### src/rtl/dpll_mode_pkg.sv
package dpll_mode_pkg;
  typedef enum logic [1:0] {
    MODE_FREERUN  = 2'b00,
    MODE_LOCKING  = 2'b01,
    MODE_LOCKED   = 2'b10,
    MODE_HOLDOVER = 2'b11
  } op_mode_e;
endpackage

### src/rtl/ref_presence.sv
module ref_presence #(
  parameter int NUM_REFS = 4
) (
  input  logic [NUM_REFS-1:0] ref_qual,
  output logic                any_ref
);
  logic [NUM_REFS:0] chain;
  assign chain[0] = 1'b0;
  for (genvar i = 0; i < NUM_REFS; i++) begin : g_or
    assign chain[i+1] = chain[i] | ref_qual[i];
  end
  assign any_ref = chain[NUM_REFS];
endmodule

### src/rtl/lock_dwell_timer.sv
module lock_dwell_timer #(
  parameter int DWELL_W = 8
) (
  input  logic               clk,
  input  logic               rst_n,
  input  logic               run,
  input  logic               restart,
  input  logic               lock_det,
  input  logic [DWELL_W-1:0] dwell,
  output logic               reached
);
  localparam logic [DWELL_W-1:0] CNT_MAX = {DWELL_W{1'b1}};

  logic [DWELL_W-1:0] cnt_q;
  logic [DWELL_W:0]   eff_dwell;
  logic [DWELL_W:0]   cnt_inc;

  assign eff_dwell = (dwell == '0) ? {{DWELL_W{1'b0}}, 1'b1} : {1'b0, dwell};
  assign cnt_inc   = {1'b0, cnt_q} + 1'b1;
  assign reached   = run && lock_det && !restart && (cnt_inc >= eff_dwell);

  always_ff @(posedge clk or negedge rst_n) begin
    if (!rst_n)                         cnt_q <= '0;
    else if (!run || restart || !lock_det) cnt_q <= '0;
    else if (cnt_q != CNT_MAX)          cnt_q <= cnt_q + 1'b1;
  end
endmodule

### src/rtl/mode_next.sv
module mode_next
  import dpll_mode_pkg::*;
(
  input  op_mode_e   cur,
  input  logic       auto_sel,
  input  logic [1:0] man_mode,
  input  logic       any_ref,
  input  logic       hist_valid,
  input  logic       ref_switch,
  input  logic       lock_det,
  input  logic       dwell_done,
  output op_mode_e   nxt
);
  op_mode_e lost_mode;
  assign lost_mode = hist_valid ? MODE_HOLDOVER : MODE_FREERUN;

  always_comb begin
    nxt = cur;
    if (!auto_sel) begin
      unique case (man_mode)
        2'b00:   nxt = MODE_FREERUN;
        2'b10:   nxt = MODE_LOCKED;
        2'b11:   nxt = MODE_HOLDOVER;
        default: nxt = cur;
      endcase
    end else begin
      unique case (cur)
        MODE_FREERUN:  if (any_ref) nxt = MODE_LOCKING;
        MODE_LOCKING: begin
          if (!any_ref)        nxt = lost_mode;
          else if (dwell_done) nxt = MODE_LOCKED;
        end
        MODE_LOCKED: begin
          if (!any_ref)                    nxt = lost_mode;
          else if (ref_switch || !lock_det) nxt = MODE_LOCKING;
        end
        MODE_HOLDOVER: if (any_ref) nxt = MODE_LOCKING;
        default:       nxt = MODE_FREERUN;
      endcase
    end
  end
endmodule

### src/rtl/mode_events.sv
module mode_events
  import dpll_mode_pkg::*;
(
  input  logic     clk,
  input  logic     rst_n,
  input  op_mode_e nxt,
  output op_mode_e cur,
  output logic     sync_o,
  output logic     enter_freerun,
  output logic     enter_locking,
  output logic     enter_locked,
  output logic     enter_holdover,
  output logic     mode_chg
);
  logic changing;
  assign changing = (nxt != cur);

  always_ff @(posedge clk or negedge rst_n) begin
    if (!rst_n) begin
      cur            <= MODE_FREERUN;
      sync_o         <= 1'b0;
      enter_freerun  <= 1'b0;
      enter_locking  <= 1'b0;
      enter_locked   <= 1'b0;
      enter_holdover <= 1'b0;
      mode_chg       <= 1'b0;
    end else begin
      cur            <= nxt;
      sync_o         <= (nxt == MODE_LOCKED);
      mode_chg       <= changing;
      enter_freerun  <= changing && (nxt == MODE_FREERUN);
      enter_locking  <= changing && (nxt == MODE_LOCKING);
      enter_locked   <= changing && (nxt == MODE_LOCKED);
      enter_holdover <= changing && (nxt == MODE_HOLDOVER);
    end
  end
endmodule

### src/rtl/dpll_mode_ctrl.sv
module dpll_mode_ctrl
  import dpll_mode_pkg::*;
#(
  parameter int NUM_REFS = 4,
  parameter int DWELL_W  = 8
) (
  input  logic                clk,
  input  logic                rst_n,
  input  logic                auto_sel,
  input  logic [1:0]          man_mode,
  input  logic [NUM_REFS-1:0] ref_qual,
  input  logic                ref_switch,
  input  logic                lock_det,
  input  logic                hist_valid,
  input  logic [DWELL_W-1:0]  lock_dwell,
  output logic [1:0]          mode,
  output logic                sync_o,
  output logic                enter_freerun,
  output logic                enter_locking,
  output logic                enter_locked,
  output logic                enter_holdover,
  output logic                mode_chg
);
  logic     any_ref;
  logic     dwell_done;
  op_mode_e cur_mode;
  op_mode_e nxt_mode;

  ref_presence #(.NUM_REFS(NUM_REFS)) u_presence (
    .ref_qual (ref_qual),
    .any_ref  (any_ref)
  );

  lock_dwell_timer #(.DWELL_W(DWELL_W)) u_dwell (
    .clk      (clk),
    .rst_n    (rst_n),
    .run      (auto_sel && (cur_mode == MODE_LOCKING)),
    .restart  (ref_switch),
    .lock_det (lock_det),
    .dwell    (lock_dwell),
    .reached  (dwell_done)
  );

  mode_next u_next (
    .cur        (cur_mode),
    .auto_sel   (auto_sel),
    .man_mode   (man_mode),
    .any_ref    (any_ref),
    .hist_valid (hist_valid),
    .ref_switch (ref_switch),
    .lock_det   (lock_det),
    .dwell_done (dwell_done),
    .nxt        (nxt_mode)
  );

  mode_events u_events (
    .clk            (clk),
    .rst_n          (rst_n),
    .nxt            (nxt_mode),
    .cur            (cur_mode),
    .sync_o         (sync_o),
    .enter_freerun  (enter_freerun),
    .enter_locking  (enter_locking),
    .enter_locked   (enter_locked),
    .enter_holdover (enter_holdover),
    .mode_chg       (mode_chg)
  );

  assign mode = cur_mode;
endmodule

### config.mk
export PLATFORM = sky130hd
export DESIGN_NAME = dpll_mode_ctrl
export DESIGN_NICKNAME = d
export VERILOG_FILES = /design/src/rtl/dpll_mode_pkg.sv /design/src/rtl/ref_presence.sv /design/src/rtl/lock_dwell_timer.sv /design/src/rtl/mode_next.sv /design/src/rtl/mode_events.sv /design/src/rtl/dpll_mode_ctrl.sv
export SDC_FILE = /design/constraint.sdc
export NUM_CORES = 1
export LEC_CHECK = 0
export BUFFER_PORTS_ARGS = -buffer_cell sky130_fd_sc_hd__buf_2
export CORE_MARGIN = 5
export CORE_UTILIZATION = 45
export DETAILED_ROUTE_END_ITERATION = 16
export GPL_TIMING_DRIVEN = 0
export PLACE_DENSITY = 0.71
export SYNTH_ARGS = -nofsm -noshare
export SYNTH_HDL_FRONTEND = slang
export SYNTH_SLANG_ARGS = --single-unit
export TNS_END_PERCENT = 50
### constraint.sdc
create_clock -name clk -period 2.4 [get_ports clk]
set_input_delay 0.24 -clock clk [delete_from_list [all_inputs] [get_ports clk]]
set_output_delay 0.24 -clock clk [all_outputs]
set_load 0.1 [all_outputs]
Word-level counts from Yosys, hierarchy flattened
Cells that the tools add are included.
{ "totals": {"ff_bits": 16, "latch_bits": 0, "ram_bits": 0, "rom_bits": 0, "output_inout_bits": 8, "elab_cells": 56, "mem_count": 0} }
{ "classes": {"add_sub_neg": 2, "mul": 0, "div": 0, "n_lt_le_gt_ge": 1, "n_eq_ne": 10, "shift": 0, "muxes": 12, "bitwise": 3, "reduce_logical": 20} }
{ "ops": {"columns": ["operator", "n"], "rows": [
  ["two-way mux 8 bit", 3],
  ["two-way mux 2 bit", 7],
  ["equality test 2 bit (second input constant)", 6],
  ["case mux 2 bit (3 select lines)", 2],
  ["adder 8 x 1 -> 9 bit (second input constant)", 1],
  ["greater-or-equal comparator 9 bit", 1],
  ["adder 8 x 1 -> 8 bit (second input constant)", 1],
  ["logical AND 1 bit", 8],
  ["logical NOT 8 bit", 1],
  ["inequality test 8 bit (second input constant)", 1],
  ["logical NOT 2 bit", 3],
  ["equality test 2 x 1 -> 1 bit (second input constant)", 2],
  ["logical NOT 1 bit", 3],
  ["logical OR 1 bit", 3],
  ["bitwise OR 1 bit", 3],
  ["inequality test 2 bit", 1],
  ["nonzero test 2 bit", 1],
  ["OR reduction 2 bit", 1]
]} }

Depth between registers and ports, before layout
Gate-level depths: netlist of the first run.
{ "logic_depth": {"word_depth": 11, "depth_mapped": 12} }

Cells and area by module
A second synthesis of the first run with hierarchy kept.
{ "unflattened": {"hier_cells": 120, "area_unflattened_um2": 1107.3} }
{ "modules_own_cells": {"columns": ["module", "instances", "cells_per_inst", "area_each_um2", "seq_area_each_um2"], "rows": [
  ["lock_dwell_timer", 1, 76, 648.1, 200.2],
  ["mode_events", 1, 20, 281.5, 200.2],
  ["mode_next", 1, 22, 161.4, 0.0],
  ["dpll_mode_ctrl", 1, 1, 8.8, 0.0],
  ["ref_presence", 1, 1, 7.5, 0.0]
]} }

Least setup slack after synthesis of the first run
Ideal clock, no wire load.
{ "synth_path": {"kind": "register to register", "startpoint": "reg u_events.cur[0]", "endpoint": "reg u_events.enter_locked", "setup_time_ps": 92, "arrival_time_ps": 2665, "setup_slack_ps": -357, "stages_incl_launch_ff": 9, "synth_period_minus_slack_ps": 2757, "cell_sequence": "dfrtp_1 -> inv_1 -> ha_1 -> nand2_1 -> a2bb2oi_2 -> a41oi_2 -> a211o_1 -> o21bai_4 -> a211oi_2"} }
{ "synth_between": {"elab_chain_cells": 11, "word_cells_on_any_way": 20, "classes_between": "eq/ne (5); mux (8); reduce/logical (7)"} }
{ "synth_rtl": {"columns": ["element", "line_no", "rtl"], "rows": [
  ["start: declaration", "mode_events.sv:7", "output op_mode_e cur,"],
  ["start signal: assignment", "mode_events.sv:28", "cur <= nxt;"],
  ["equality test 2 x 1 -> 1 bit", "mode_next.sv:27, dpll_mode_ctrl.sv:37", null],
  ["logical AND 1 bit", "dpll_mode_ctrl.sv:37", ".run (auto_sel && (cur_mode == MODE_LOCKING)),"],
  ["logical AND 1 bit (3 in a row)", "lock_dwell_timer.sv:20", "assign reached = run && lock_det && !restart && (cnt_inc >= eff_dwell);"],
  ["two-way mux 2 bit", "mode_next.sv:31", "else if (dwell_done) nxt = MODE_LOCKED;"],
  ["two-way mux 2 bit", "mode_next.sv:30", "if (!any_ref) nxt = lost_mode;"],
  ["case mux 2 bit (3 select lines)", "mode_next.sv:27", "unique case (cur)"],
  ["two-way mux 2 bit *", "mode_next.sv:19", "if (!auto_sel) begin"],
  ["named net nxt_mode[0]", "dpll_mode_ctrl.sv:27", "op_mode_e nxt_mode;"],
  ["inequality test 2 bit or equality test 2 bit (tied branches)", "mode_events.sv:16, mode_events.sv:33", null],
  ["logical AND 1 bit *", "mode_events.sv:33", "enter_locked <= changing && (nxt == MODE_LOCKED);"],
  ["end signal: assignment", "mode_events.sv:33", null],
  ["end: declaration", "mode_events.sv:11", "output logic enter_locked,"]
]} }
The timed path passes the listed nets; every way through them passes the cells marked *.
A chain may end at the register's enable or synchronous reset.

Final worst setup path of the first run
{ "layout_path": {"startpoint": "reg u_dwell.cnt_q[3]", "endpoint": "reg u_events.enter_holdover"} }
{ "layout_between": {"elab_chain_cells": 9, "word_cells_on_any_way": 10, "classes_between": "add/sub (1); order compare (1); eq/ne (2); mux (4); reduce/logical (2)"} }
{ "layout_rtl": {"columns": ["element", "line_no", "rtl"], "rows": [
  ["start: declaration", "lock_dwell_timer.sv:14", "logic [DWELL_W-1:0] cnt_q;"],
  ["start signal: assignment", "lock_dwell_timer.sv:25", "else if (cnt_q != CNT_MAX) cnt_q <= cnt_q + 1'b1;"],
  ["adder 8 x 1 -> 9 bit *", "lock_dwell_timer.sv:19", "assign cnt_inc = {1'b0, cnt_q} + 1'b1;"],
  ["greater-or-equal comparator 9 bit *", "lock_dwell_timer.sv:20", null],
  ["logical AND 1 bit *", "lock_dwell_timer.sv:20", null],
  ["two-way mux 2 bit *", "mode_next.sv:31", null],
  ["two-way mux 2 bit *", "mode_next.sv:30", null],
  ["case mux 2 bit (3 select lines) *", "mode_next.sv:27", null],
  ["two-way mux 2 bit *", "mode_next.sv:19", null],
  ["named net nxt_mode[1]", "dpll_mode_ctrl.sv:27", null],
  ["inequality test 2 bit or equality test 2 bit (tied branches)", "mode_events.sv:16, mode_events.sv:34", null],
  ["logical AND 1 bit *", "mode_events.sv:34", "enter_holdover <= changing && (nxt == MODE_HOLDOVER);"],
  ["end signal: assignment", "mode_events.sv:34", null],
  ["end: declaration", "mode_events.sv:12", "output logic enter_holdover,"]
]} }
Marks and branches as above.

==> parameters.txt, run 1 <==
Parameter                              Value

Power
  Clk pwr share    11.6%
  Net switching power    818.2 µW
  Net Sw Frac    55.48%
  Static leakage    0.8215 nW
  Power share of the sequential group    26.1%
  Comb power frac    62.2%
  Cell Pwr Density    884.9 nW/µm²
  Overall power of the completed layout    1.475 mW
  Maximum vdd ir drop    0.0009684 V
  Internal power contribution    656.6 µW

Yosys
  Number of distinct library cell variants in the gate-level netlist after synthesis    48
  Number of synthesis warnings    0
  Mean Syn Cell Area    9.236 µm²
  Synth Net Count    163
  Compound-cell area share of the yosys netlist    a little over a fifth
  Count of flip-flops with a built-in enable after synthesis    0
  Combinational family with the most area after synthesis    simple AND/OR/NAND/NOR gates
  Proportion of synthesized chip area in sequential cells    between 30 and 40%
  Instance count of the mapped netlist    131
  Area of the mapped netlist    1210 µm²
  Xor-xnor portion of the synthesized cell area    5.067%
  Post-synthesis simple-gate area fraction    23.27%
  #FFs+latches synth    16
  Post-synthesis async set-or-reset flop share    100.0%
  Main synth FF type    sky130_fd_sc_hd__dfrtp_1
  Fraction of synthesized area in multiplexers    less than 1%
  Adder-cell share of the synthesized area    12.41%

Route
  Routed via count    1164
  Vias per inst    5.569
  Routed WL per cell    about 14 µm
  Number of design-rule violations left by the first detailed-router iteration    28
  First-pass iteration count of the detailed router    4
  Residual antenna-violating net count after detailed routing    0
  Drt total wl    3.004 mm
  Remaining design rule violation count    0

STA
  Hold Violations, Final    0
  Worst setup skew after layout    approximately 5.4 ps
  Setup TNS Final    -828.2 ps
  Worst slew margin    between 60% and 70%
  Slew Limit Fails    0
  Transition at the pin with the smallest max-transition slack    538.5 ps
  RSZ-0062 raised after global routing    true
  Maximum achievable frequency    389.4 MHz
  Tcrit/Tclk final    107.0%
  Smallest setup slack after layout    -168.0 ps
  Setup-failing EPs final    7
  Min cycle time layout    approximately 2600 ps

Placement
  Number of placed instances, taps included    188
  Port-buffer cells    27
  Placed standard-cell area    1404 µm²
  Final weighted congestion in routability-driven placement    0.8508
  HPWL after DPL    ~2.2 mm

GRT
  Maximum number of pins on one net before global-route repair    17
  Via count of the first global-routing pass    1177
  Global routing usage summed across all routing layers    approximately 17%
  GRT Residual Overflow    0
  GR peak layer    met2
  First-pass GRT wire length    4.836 mm
  Met2 Use GR    33.03%
  M1 GR Usage    18.36%
  Met3 Usage GRT    2.686%
  Initial antenna violation count    0

Finish
  Count of non-filler cells in the finished layout    209
  Diodes inserted    0
  Final std cell area, no fill    1667 µm²
  Final-stage net count    212
  Util after Layout    66.07%
  Fraction of layout instances using a drive strength above 1    45.81%
  Fill cell instance count of the final layout    211
  Signed area change from the synthesized netlist to the final layout    37.75%

Worst hold path
  Worst min-delay path class    input pin to flip-flop

Worst setup path
  Total buffers and inverters traversed by the critical path    3
  Largest fanout on the critical path    3
  Type of origin of the critical path    flip-flop
  Peak per-stage delay on the critical path    430 ps
  CP cell instances    buf_4 > buf_4 > nand3_2 > xnor2_2 > ha_1 > and3_4 > a221o_1 > a31oi_2 > o31a_1 > and2_4 > inv_4 > and3_4
  Crit Path Category    flip-flop to flip-flop
  Cell family contributing the most delay on the critical path    compound AO/OA/AOI/OAI gates
  Worst path slowest cell    sky130_fd_sc_hd__dfrtp_1
  Endpoint class of the critical path    flip-flop
  Req. time, crit path    2570 ps
  CP Data Arrival Time    2740 ps

Outcome
  Result of the run    finished with violations
  Violated checks    setup timing

Clock network
  Clock Sinks    16
  CTS clk-pin slew, worst paths    90 ps
  Source-to-sink clock delay at the later pin of the worst-skew pair    roughly 280 ps
  CTS buffer count    3
  CTS tree    done
  Maximum level of the CTS H-tree    1
  Max clock buf depth    2
  Root buf cell    sky130_fd_sc_hd__clkbuf_4

Job
  Max-capacitance violation count    0

Floorplanning
  Boundary pin count    28
  Die Ht    61.85 µm
  Area of the die    3825 µm²
  Core region area    roughly 2500 µm²
  DIE WIDTH    61.85 µm
  Initial standard-cell utilization of the core    a little under half
  Std cell rows    18
-- state kept, by name (all words and copies together), names as in the netlist --
register,count
u_dwell.cnt_q,8
u_events.enter_holdover,1
u_events.sync_o,1
u_events.cur,2
u_events.enter_locking,1
u_events.enter_freerun,1
u_events.enter_locked,1
u_events.mode_chg,1
-- power groups by stage --
stage / Sequential, mW / Combinational, mW / Clock (mW)
after global placement: 0.391 / 0.865 / 0
final: 0.386 / 0.918 / 0.172
after floorplan: 0.827 / 0.282 / 0
after global routing: 0.395 / 0.974 / 0.190
after detailed placement: 0.393 / 0.877 / 0
after CTS: 0.387 / 0.894 / 0.175
-- worst reg2reg max path, stage by stage, from the launching register on --
cell	delay, ps
sky130_fd_sc_hd__dfrtp_1	430
sky130_fd_sc_hd__buf_4	140
sky130_fd_sc_hd__buf_4	110
sky130_fd_sc_hd__nand3_2	90
sky130_fd_sc_hd__xnor2_2	180
sky130_fd_sc_hd__ha_1	250
sky130_fd_sc_hd__and3_4	180
sky130_fd_sc_hd__a221o_1	300
sky130_fd_sc_hd__a31oi_2	190
sky130_fd_sc_hd__o31a_1	210
sky130_fd_sc_hd__and2_4	190
sky130_fd_sc_hd__inv_4	40
sky130_fd_sc_hd__and3_4	150
-- kinds of logic (layout without fill, tap and decap cells) --
group / after synthesis / count (layout)
AND/OR/NAND/NOR: 51 / 51
AO/OA/AOI/OAI: 31 / 31
flip-flops: 16 / 16
buffers and inverters: 13 / 61
adder cells (fa/ha/maj): 12 / 12
XOR/XNOR: 7 / 7
multiplexers: 1 / 1
-- through the flow --
stage | worst slack, ps | hold slack, ps
2_1_floorplan | 10.74 | -55.59
3_3_place_gp | -273.4 | 157.0
3_5_place_dp | -330.0 | 160.9
4_1_cts | -121.6 | 291.0
5_1_grt | -254.0 | 308.6
6_report | -168.0 | 292.8
-- placed cells by master (no fill, tap or decap), types with 3 or more instances in the layout --
cell type	n
sky130_fd_sc_hd__nand3_1	3
sky130_fd_sc_hd__o21ai_0	3
sky130_fd_sc_hd__nand2_1	10
sky130_fd_sc_hd__dfrtp_1	11
sky130_fd_sc_hd__ha_1	10
sky130_fd_sc_hd__nor2_1	12
sky130_fd_sc_hd__inv_1	9
sky130_fd_sc_hd__a21oi_1	5
sky130_fd_sc_hd__clkbuf_4	3
sky130_fd_sc_hd__dfrtp_2	5
sky130_fd_sc_hd__o21a_1	3
sky130_fd_sc_hd__xnor2_2	3
sky130_fd_sc_hd__buf_4	14
sky130_fd_sc_hd__buf_2	28
-- per-layer routing --
layer / share of wire (%) / up-vias
met5: 0 / -
met4: 2.2 / 0
met3: 4.8 / 8
met2: 53 / 31
met1: 39 / 556
li1: - / 569
-- area by class of cell --
cell class | instances | area [µm²] | share of cell area, %
clock buffer | 4 | 36.28 | 2.177
sequential | 16 | 406.6 | 24.40
inverter | 12 | 47.55 | 2.853
timing repair buffer | 44 | 272.8 | 16.37
buffer | 1 | 5.005 | 0.3003
tap | 30 | 37.54 | 2.252
multi-input combinational | 102 | 860.8 | 51.65
-- what timing repair did --
item                                   in CTS  in global routing
pin swaps                                  11                 13
resized for setup                          11                 11
setup buffers                              13                  5
hold buffers                                1                  0
setup endpoints to repair                   8                  8
endpoints found under the hold margin      16                  0
-- cell usage after synthesis, drive strengths merged (2+ instances only) --
library cell | count | area share (%)
xor2 | 2 | 1.4
nand2 | 11 | 3.4
xnor2 | 5 | 3.6
nor2 | 14 | 4.3
and2 | 3 | 1.9
inv | 11 | 3.4
o21a | 3 | 1.9
o21ai | 5 | 2.1
a21oi | 5 | 2.1
a211oi | 4 | 3.3
nand3 | 6 | 2.9
nor3 | 2 | 0.83
dfrtp | 16 | 33
o21bai | 2 | 2.2
or2b | 2 | 1.2
nor4 | 2 | 2.3
and3 | 3 | 1.6
ha | 12 | 12
nand4 | 2 | 1.0
-- path summary, 6_finish.rpt --
| check | slack (ps) | start | endpoint | cells after the start |
|---|---|---|---|---|
| worst max-delay path | -170 | u_dwell.cnt_q[3]$_DFFE_PN0P_ | u_events.enter_holdover$_DFF_PN0_ | 12 |
| worst min-delay path | 290 | ref_switch | u_dwell.cnt_q[2]$_DFFE_PN0P_ | 3 |
| worst max register to register | -170 | u_dwell.cnt_q[3]$_DFFE_PN0P_ | u_events.enter_holdover$_DFF_PN0_ | 12 |
| worst min register to register | 580 | u_events.cur[1]$_DFF_PN0_ | u_events.enter_locked$_DFF_PN0_ | 1 |
| max in group asynchronous | 1740 | rst_n | u_events.cur[1]$_DFF_PN0_ | 2 |
| min in group asynchronous | 390 | rst_n | u_dwell.cnt_q[3]$_DFFE_PN0P_ | 2 |
Note: power is estimated with default switching activity, not from simulation.
==> inputs of run 2 (changes only) <==
Settings changed: CAP_MARGIN from default to 20, GPL_ROUTABILITY_DRIVEN from default to 0, REMOVE_ABC_BUFFERS from default to 1.
==> run 2 against run 1 <==
Net effect: the run still ends with setup timing left; sequential power barely moved; register-to-register slack improved by 20 ps; hold slack barely moved; clock-buffer cell count did not move; non-clock buffer count fell by 3; clock skew fell by 3.7 ps; maximum frequency rose by 0.67%; critical path type unchanged; largest cell class unchanged.
==> parameters.txt, run 2 (synthesized netlist as in run 1, its figures left out) <==
Parameter                              Value

Power
  Cell Pwr Density    roughly 900 nW/µm²
  Static leakage    0.7997 nW
  Maximum vdd ir drop    0.001112 V

STA
  Setup-failing EPs final    7
  Hold Violations, Final    0
  Tcrit/Tclk final    106.3%
  Maximum achievable frequency    392.0 MHz
  Worst slew margin    between 60% and 70%
  RSZ-0062 raised after global routing    true
  Min cycle time layout    ~2600 ps
  Slew Limit Fails    0
  Transition at the pin with the smallest max-transition slack    488.2 ps
  Smallest setup slack after layout    -150.8 ps
  Worst setup skew after layout    ~1.7 ps

Route
  Drt total wl    3.135 mm
  Routed via count    between 1000 and 1500
  Residual antenna-violating net count after detailed routing    0
  Remaining design rule violation count    0
  Routed WL per cell    15.22 µm
  Total routed wire length on the met1 layer    1.148 mm
  Number of design-rule violations left by the first detailed-router iteration    33
  Highest layer used for signal routing    met4
  First-pass iteration count of the detailed router    4
  Vias per inst    5.811
  Met3 WL post-DR    205 µm
  Met2 wire length    1.721 mm

Worst setup path
  Number of cells on the worst reg-to-reg path    12
  Req. time, crit path    2580 ps
  Startpoint of the most critical register-to-register path    u_dwell.cnt_q[3]$_DFFE_PN0P_
  Crit Path Category    flip-flop to flip-flop
  CP Data Arrival Time    2730 ps
  Destination of the worst register-to-register timing path    u_events.enter_holdover$_DFF_PN0_
  Worst setup slack for register-to-register paths    -150 ps
  Largest fanout on the critical path    3
  Type of origin of the critical path    flip-flop
  Endpoint class of the critical path    flip-flop

Outcome
  Violated checks    setup timing
  Result of the run    finished with violations

Clock network
  Max clock buf depth    2
  Source-to-sink clock delay at the later pin of the worst-skew pair    280 ps
  Clock Sinks    16
  CTS tree    done
  CTS buffer count    3
  CTS clk-pin slew, worst paths    90 ps
  Root buf cell    sky130_fd_sc_hd__clkbuf_4
  Maximum level of the CTS H-tree    1

Floorplanning
  Std cell rows    18
  DIE WIDTH    ~60 µm
  Core region area    2522 µm²
  Initial standard-cell utilization of the core    47.97%
  Area of the die    roughly 3800 µm²
  Boundary pin count    28
  Die Ht    slightly above 60 µm

Placement
  Port-buffer cells    27
  Worst-case setup slack after placement    -437.2 ps
  HPWL after DPL    2.255 mm

Finish
  Flip-flop count of the largest register, all copies and words added    8
  Final-stage net count    209
  Util after Layout    a little under two thirds
  Register containing the most flip-flops in the final layout    u_dwell.cnt_q
  Fill cell instance count of the final layout    217
  Multi-input logic area    833.3 µm²
  Most used cells in the layout excluding fill and tap cells    sky130_fd_sc_hd__buf_2 (27), sky130_fd_sc_hd__buf_4 (14), sky130_fd_sc_hd__dfrtp_1 (14), sky130_fd_sc_hd__nor2_1 (13), sky130_fd_sc_hd__ha_1 (11)
  Area taken by flip-flops and latches    402.9 µm²
  Top flop regs    u_dwell.cnt_q (8), u_events.cur (2)
  Diodes inserted    0
  Fraction of layout instances using a drive strength above 1    39.77%
  Most frequent standard cell in the layout excluding fill and tap cells    sky130_fd_sc_hd__buf_2
  Signed area change from the synthesized netlist to the final layout    33.09%

Worst hold path
  Number of cells on the worst hold path    3
  Min-Delay Endpoint    u_dwell.cnt_q[6]$_DFFE_PN0P_
  Hold path startpoint    ref_switch
  Worst min-delay path class    input pin to flip-flop

GRT
  Global routing usage summed across all routing layers    17.74%
  Initial antenna violation count    0
  GRT Residual Overflow    0
  Via count of the first global-routing pass    roughly 1200
  First-pass GRT wire length    4.995 mm
  Maximum number of pins on one net before global-route repair    17

Job
  Max-capacitance violation count    0
## run 2: cell types whose count changed in the layout (fill, tap and decap cells not counted), sizes merged
cell and change:
inv -1, clkinv +1, buf -3
## run 2: cell type report
cell class              count  area share, %
clock buffers               4          2.253
inverters                  12          3.108
multi-input cells         102          51.75
well taps                  30          2.331
flip-flops and latches     16          25.02
repair buffers             42          15.54
## run 2: worst max-delay path by stage
| stage | startpoint | to | slack (ps) | cells after the start |
|---|---|---|---|---|
| 3_3_place_gp | u_dwell.cnt_q[0]$_DFFE_PN0P_ | u_events.enter_holdover$_DFF_PN0_ | -350 | 11 |
| 3_5_place_dp | u_dwell.cnt_q[0]$_DFFE_PN0P_ | u_events.enter_holdover$_DFF_PN0_ | -440 | 11 |
| 4_1_cts | u_dwell.cnt_q[1]$_DFFE_PN0P_ | u_events.enter_holdover$_DFF_PN0_ | -110 | 11 |
| 6_report | u_dwell.cnt_q[3]$_DFFE_PN0P_ | u_events.enter_holdover$_DFF_PN0_ | -150 | 12 |
| 5_1_grt | u_dwell.cnt_q[2]$_DFFE_PN0P_ | u_events.enter_locking$_DFF_PN0_ | -270 | 11 |
| 2_1_floorplan | u_events.cur[0]$_DFF_PN0_ | u_events.enter_locked$_DFF_PN0_ | -360 | 8 |
## run 2: repair_timing
item                                    CTS  global route
hold buffers                              1             0
setup buffers                            13             1
gates resized for setup                  14             3
endpoints found under the hold margin    16             0
pin swaps                                11             2
endpoints found under the setup margin    8             8
## run 2: critical path: stages (launching register included)
cell                       delay [ps]
sky130_fd_sc_hd__dfrtp_1          410
sky130_fd_sc_hd__buf_4            140
sky130_fd_sc_hd__buf_4            140
sky130_fd_sc_hd__nand3_4           80
sky130_fd_sc_hd__xnor2_2          120
sky130_fd_sc_hd__ha_1             250
sky130_fd_sc_hd__and3_4           180
sky130_fd_sc_hd__a221o_1          330
sky130_fd_sc_hd__a31oi_4          190
sky130_fd_sc_hd__o31a_1           200
sky130_fd_sc_hd__and2_4           180
sky130_fd_sc_hd__clkinv_4          50
sky130_fd_sc_hd__and3_4           150
## run 2: through the flow
step	hold WS [ps]	area (µm²)	total power, mW	setup TNS (ps)	cells
floorplan	-55.59	1205	1.105	-2317	130
global placement	157.6	1378	1.250	-2083	187
detailed placement	172.3	1378	1.270	-2620	187
CTS	280.5	1588	1.484	-539.8	205
global route	316.0	1610	1.558	-1708	206
finish	292.9	1610	1.480	-859.5	206
## run 2: power by group
group	internal [mW]	switching [mW]
registers	0.330	0.0533
logic	0.230	0.693
clock network	0.0923	0.0824
## run 2: metal layers
layer	vias up	track usage, %
li1	561	-
met2	58	34.53
met4	0	6.667
met1	568	17.93
met3	10	4.339
met5	-	0
==> inputs of run 3 (changes only) <==
Settings changed: CORE_ASPECT_RATIO from default to 1.4.
==> run 3 against run 2 <==
Net effect: the flow still finishes with violations (setup timing); register-to-register slack got worse by 30 ps; clock power about the same; wire length decreased by 1.8%; hold slack got worse by 4.6 ps; die area increased by 0.39%; total power increased by 4.2%; sequential power about the same; clock-buffer cell count unchanged; combinational power increased by 6.7%; first-iteration DRC count decreased by 45%; highest routed layer unchanged.
==> parameters.txt, run 3 (synthesized netlist as in run 1, its figures left out) <==
Parameter                              Value

Route
  Number of design-rule violations left by the first detailed-router iteration    18
  Total routed wire length on the met1 layer    1.094 mm
  Drt total wl    3.079 mm
  Routed WL per cell    between 10 and 15 µm
  Highest layer used for signal routing    met4
  Met2 wire length    1.832 mm
  Routed via count    between 1000 and 1500
  Met3 WL post-DR    between 100 and 150 µm
  Vias per inst    5.370
  Remaining design rule violation count    0
  First-pass iteration count of the detailed router    4
  Residual antenna-violating net count after detailed routing    0

Placement
  HPWL after DPL    2.263 mm
  Port-buffer cells    27
  Worst-case setup slack after placement    -394.8 ps
  Number of placed instances, taps included    just under 200

Worst setup path
  Req. time, crit path    2580 ps
  Worst setup slack for register-to-register paths    -180 ps
  Destination of the worst register-to-register timing path    u_events.enter_holdover$_DFF_PN0_
  Number of cells on the worst reg-to-reg path    12
  Type of origin of the critical path    flip-flop
  Largest fanout on the critical path    3
  CP Data Arrival Time    2760 ps
  Endpoint class of the critical path    flip-flop
  Crit Path Category    flip-flop to flip-flop
  Startpoint of the most critical register-to-register path    u_dwell.cnt_q[2]$_DFFE_PN0P_

Floorplanning
  DIE WIDTH    approximately 54 µm
  Area of the die    3840 µm²
  Die Ht    a little over 70 µm
  Std cell rows    22
  Initial standard-cell utilization of the core    approximately 46%
  Core region area    between 2000 and 3000 µm²
  Boundary pin count    28

STA
  Tcrit/Tclk final    107.6%
  Slew Limit Fails    0
  Worst setup skew after layout    4.864 ps
  Setup TNS Final    -846.9 ps
  Smallest setup slack after layout    -181.6 ps
  Min cycle time layout    2582 ps
  Hold Violations, Final    0
  Worst slew margin    65.75%
  Setup-failing EPs final    7
  Maximum achievable frequency    between 300 and 400 MHz
  RSZ-0062 raised after global routing    true
  Transition at the pin with the smallest max-transition slack    about 510 ps

Finish
  Most used cells in the layout excluding fill and tap cells    sky130_fd_sc_hd__buf_2 (27), sky130_fd_sc_hd__buf_4 (17), sky130_fd_sc_hd__dfrtp_1 (15), sky130_fd_sc_hd__nor2_1 (11)
  Most frequent standard cell in the layout excluding fill and tap cells    sky130_fd_sc_hd__buf_2
  Top flop regs    u_dwell.cnt_q (8), u_events.cur (2)
  Flip-flop count of the largest register, all copies and words added    8
  Signed area change from the synthesized netlist to the final layout    38.37%
  Util after Layout    64.02%
  Final-stage net count    213
  Register containing the most flip-flops in the final layout    u_dwell.cnt_q
  Fraction of layout instances using a drive strength above 1    43.33%
  Count of non-filler cells in the finished layout    roughly 220
  Diodes inserted    0

Clock network
  CTS tree    done
  CTS buffer count    3
  CTS clk-pin slew, worst paths    90 ps
  Maximum level of the CTS H-tree    1
  Source-to-sink clock delay at the later pin of the worst-skew pair    290 ps
  Max clock buf depth    2
  Clock Sinks    16
  Root buf cell    sky130_fd_sc_hd__clkbuf_4

GRT
  Maximum number of pins on one net before global-route repair    17
  Initial antenna violation count    0
  GRT Residual Overflow    0
  Global routing usage summed across all routing layers    between 10% and 20%
  First-pass GRT wire length    5.209 mm
  Via count of the first global-routing pass    1195

Power
  Static leakage    0.8348 nW
  Cell Pwr Density    921.9 nW/µm²
  Overall power of the completed layout    1.543 mW
  Maximum vdd ir drop    0.001013 V

Worst hold path
  Number of cells on the worst hold path    3
  Hold path startpoint    ref_switch
  Min-Delay Endpoint    u_dwell.cnt_q[2]$_DFFE_PN0P_
  Worst min-delay path class    input pin to flip-flop

Outcome
  Result of the run    finished with violations
  Violated checks    setup timing

Job
  Max-capacitance violation count    0
==> run 3: worst max-delay path by stage <==
stage                                       startpoint                           endpoint  slack [ps]  cells after the start
after floorplan              u_events.cur[0]$_DFF_PN0_    u_events.enter_locked$_DFF_PN0_        -360                      8
after global placement    u_dwell.cnt_q[0]$_DFFE_PN0P_  u_events.enter_holdover$_DFF_PN0_        -380                     11
after detailed placement  u_dwell.cnt_q[0]$_DFFE_PN0P_  u_events.enter_holdover$_DFF_PN0_        -390                     11
after CTS                 u_dwell.cnt_q[2]$_DFFE_PN0P_  u_events.enter_holdover$_DFF_PN0_        -110                     12
after global routing      u_dwell.cnt_q[2]$_DFFE_PN0P_  u_events.enter_holdover$_DFF_PN0_        -290                     12
final                     u_dwell.cnt_q[2]$_DFFE_PN0P_  u_events.enter_holdover$_DFF_PN0_        -180                     12
==> run 3: metal layers <==
layer | vias up | track usage (%)
li1 | 566 | -
met1 | 562 | 18.30
met2 | 30 | 34.37
met3 | 2 | 2.495
met4 | 0 | 6.534
met5 | - | 0
==> run 3: critical path, stage by stage, from the launching register on <==
cell and delay (ps):
sky130_fd_sc_hd__dfrtp_1 410, sky130_fd_sc_hd__nand3_2 130, sky130_fd_sc_hd__nor2_4 120, sky130_fd_sc_hd__nand2_2 80, sky130_fd_sc_hd__xnor2_2 150, sky130_fd_sc_hd__ha_1 310
sky130_fd_sc_hd__and3_4 170, sky130_fd_sc_hd__a221o_1 330, sky130_fd_sc_hd__a31oi_4 190, sky130_fd_sc_hd__o31a_1 190, sky130_fd_sc_hd__and2_4 170, sky130_fd_sc_hd__clkinv_4 60
sky130_fd_sc_hd__and3_4 160
==> run 3: metrics by stage <==
stage | area (µm²) | hold WS [ps]
2_1_floorplan | 1205 | -55.59
5_1_grt | 1674 | 307.4
4_1_cts | 1614 | 277.2
3_5_place_dp | 1385 | 170.5
6_report | 1674 | 288.3
3_3_place_gp | 1385 | 160.1
==> run 3: cell type report <==
class                      count  area [µm²]
fill                         220       940.9
multi-input combinational    102       857.1
sequential                    16       401.6
timing repair buffer          46       284.0
inverter                      12       50.05
tap                           36       45.04
clock buffer                   4       36.28
==> run 3: power by group <==
group	internal (mW)	switching [mW]	leakage, nW	total, mW
clock network	0.0924	0.0833	0.0210	0.176
logic	0.269	0.716	0.604	0.985
registers	0.330	0.0533	0.210	0.383
total	0.691	0.852	0.835	1.54
==> run 3: repair_timing <==
item | CTS | global route
hold buffers | 1 | 0
pin swaps | 15 | 10
resized for setup | 16 | 8
endpoints found under the setup margin | 8 | 8
hold endpoints to repair | 16 | 0
buffers inserted | 16 | 3
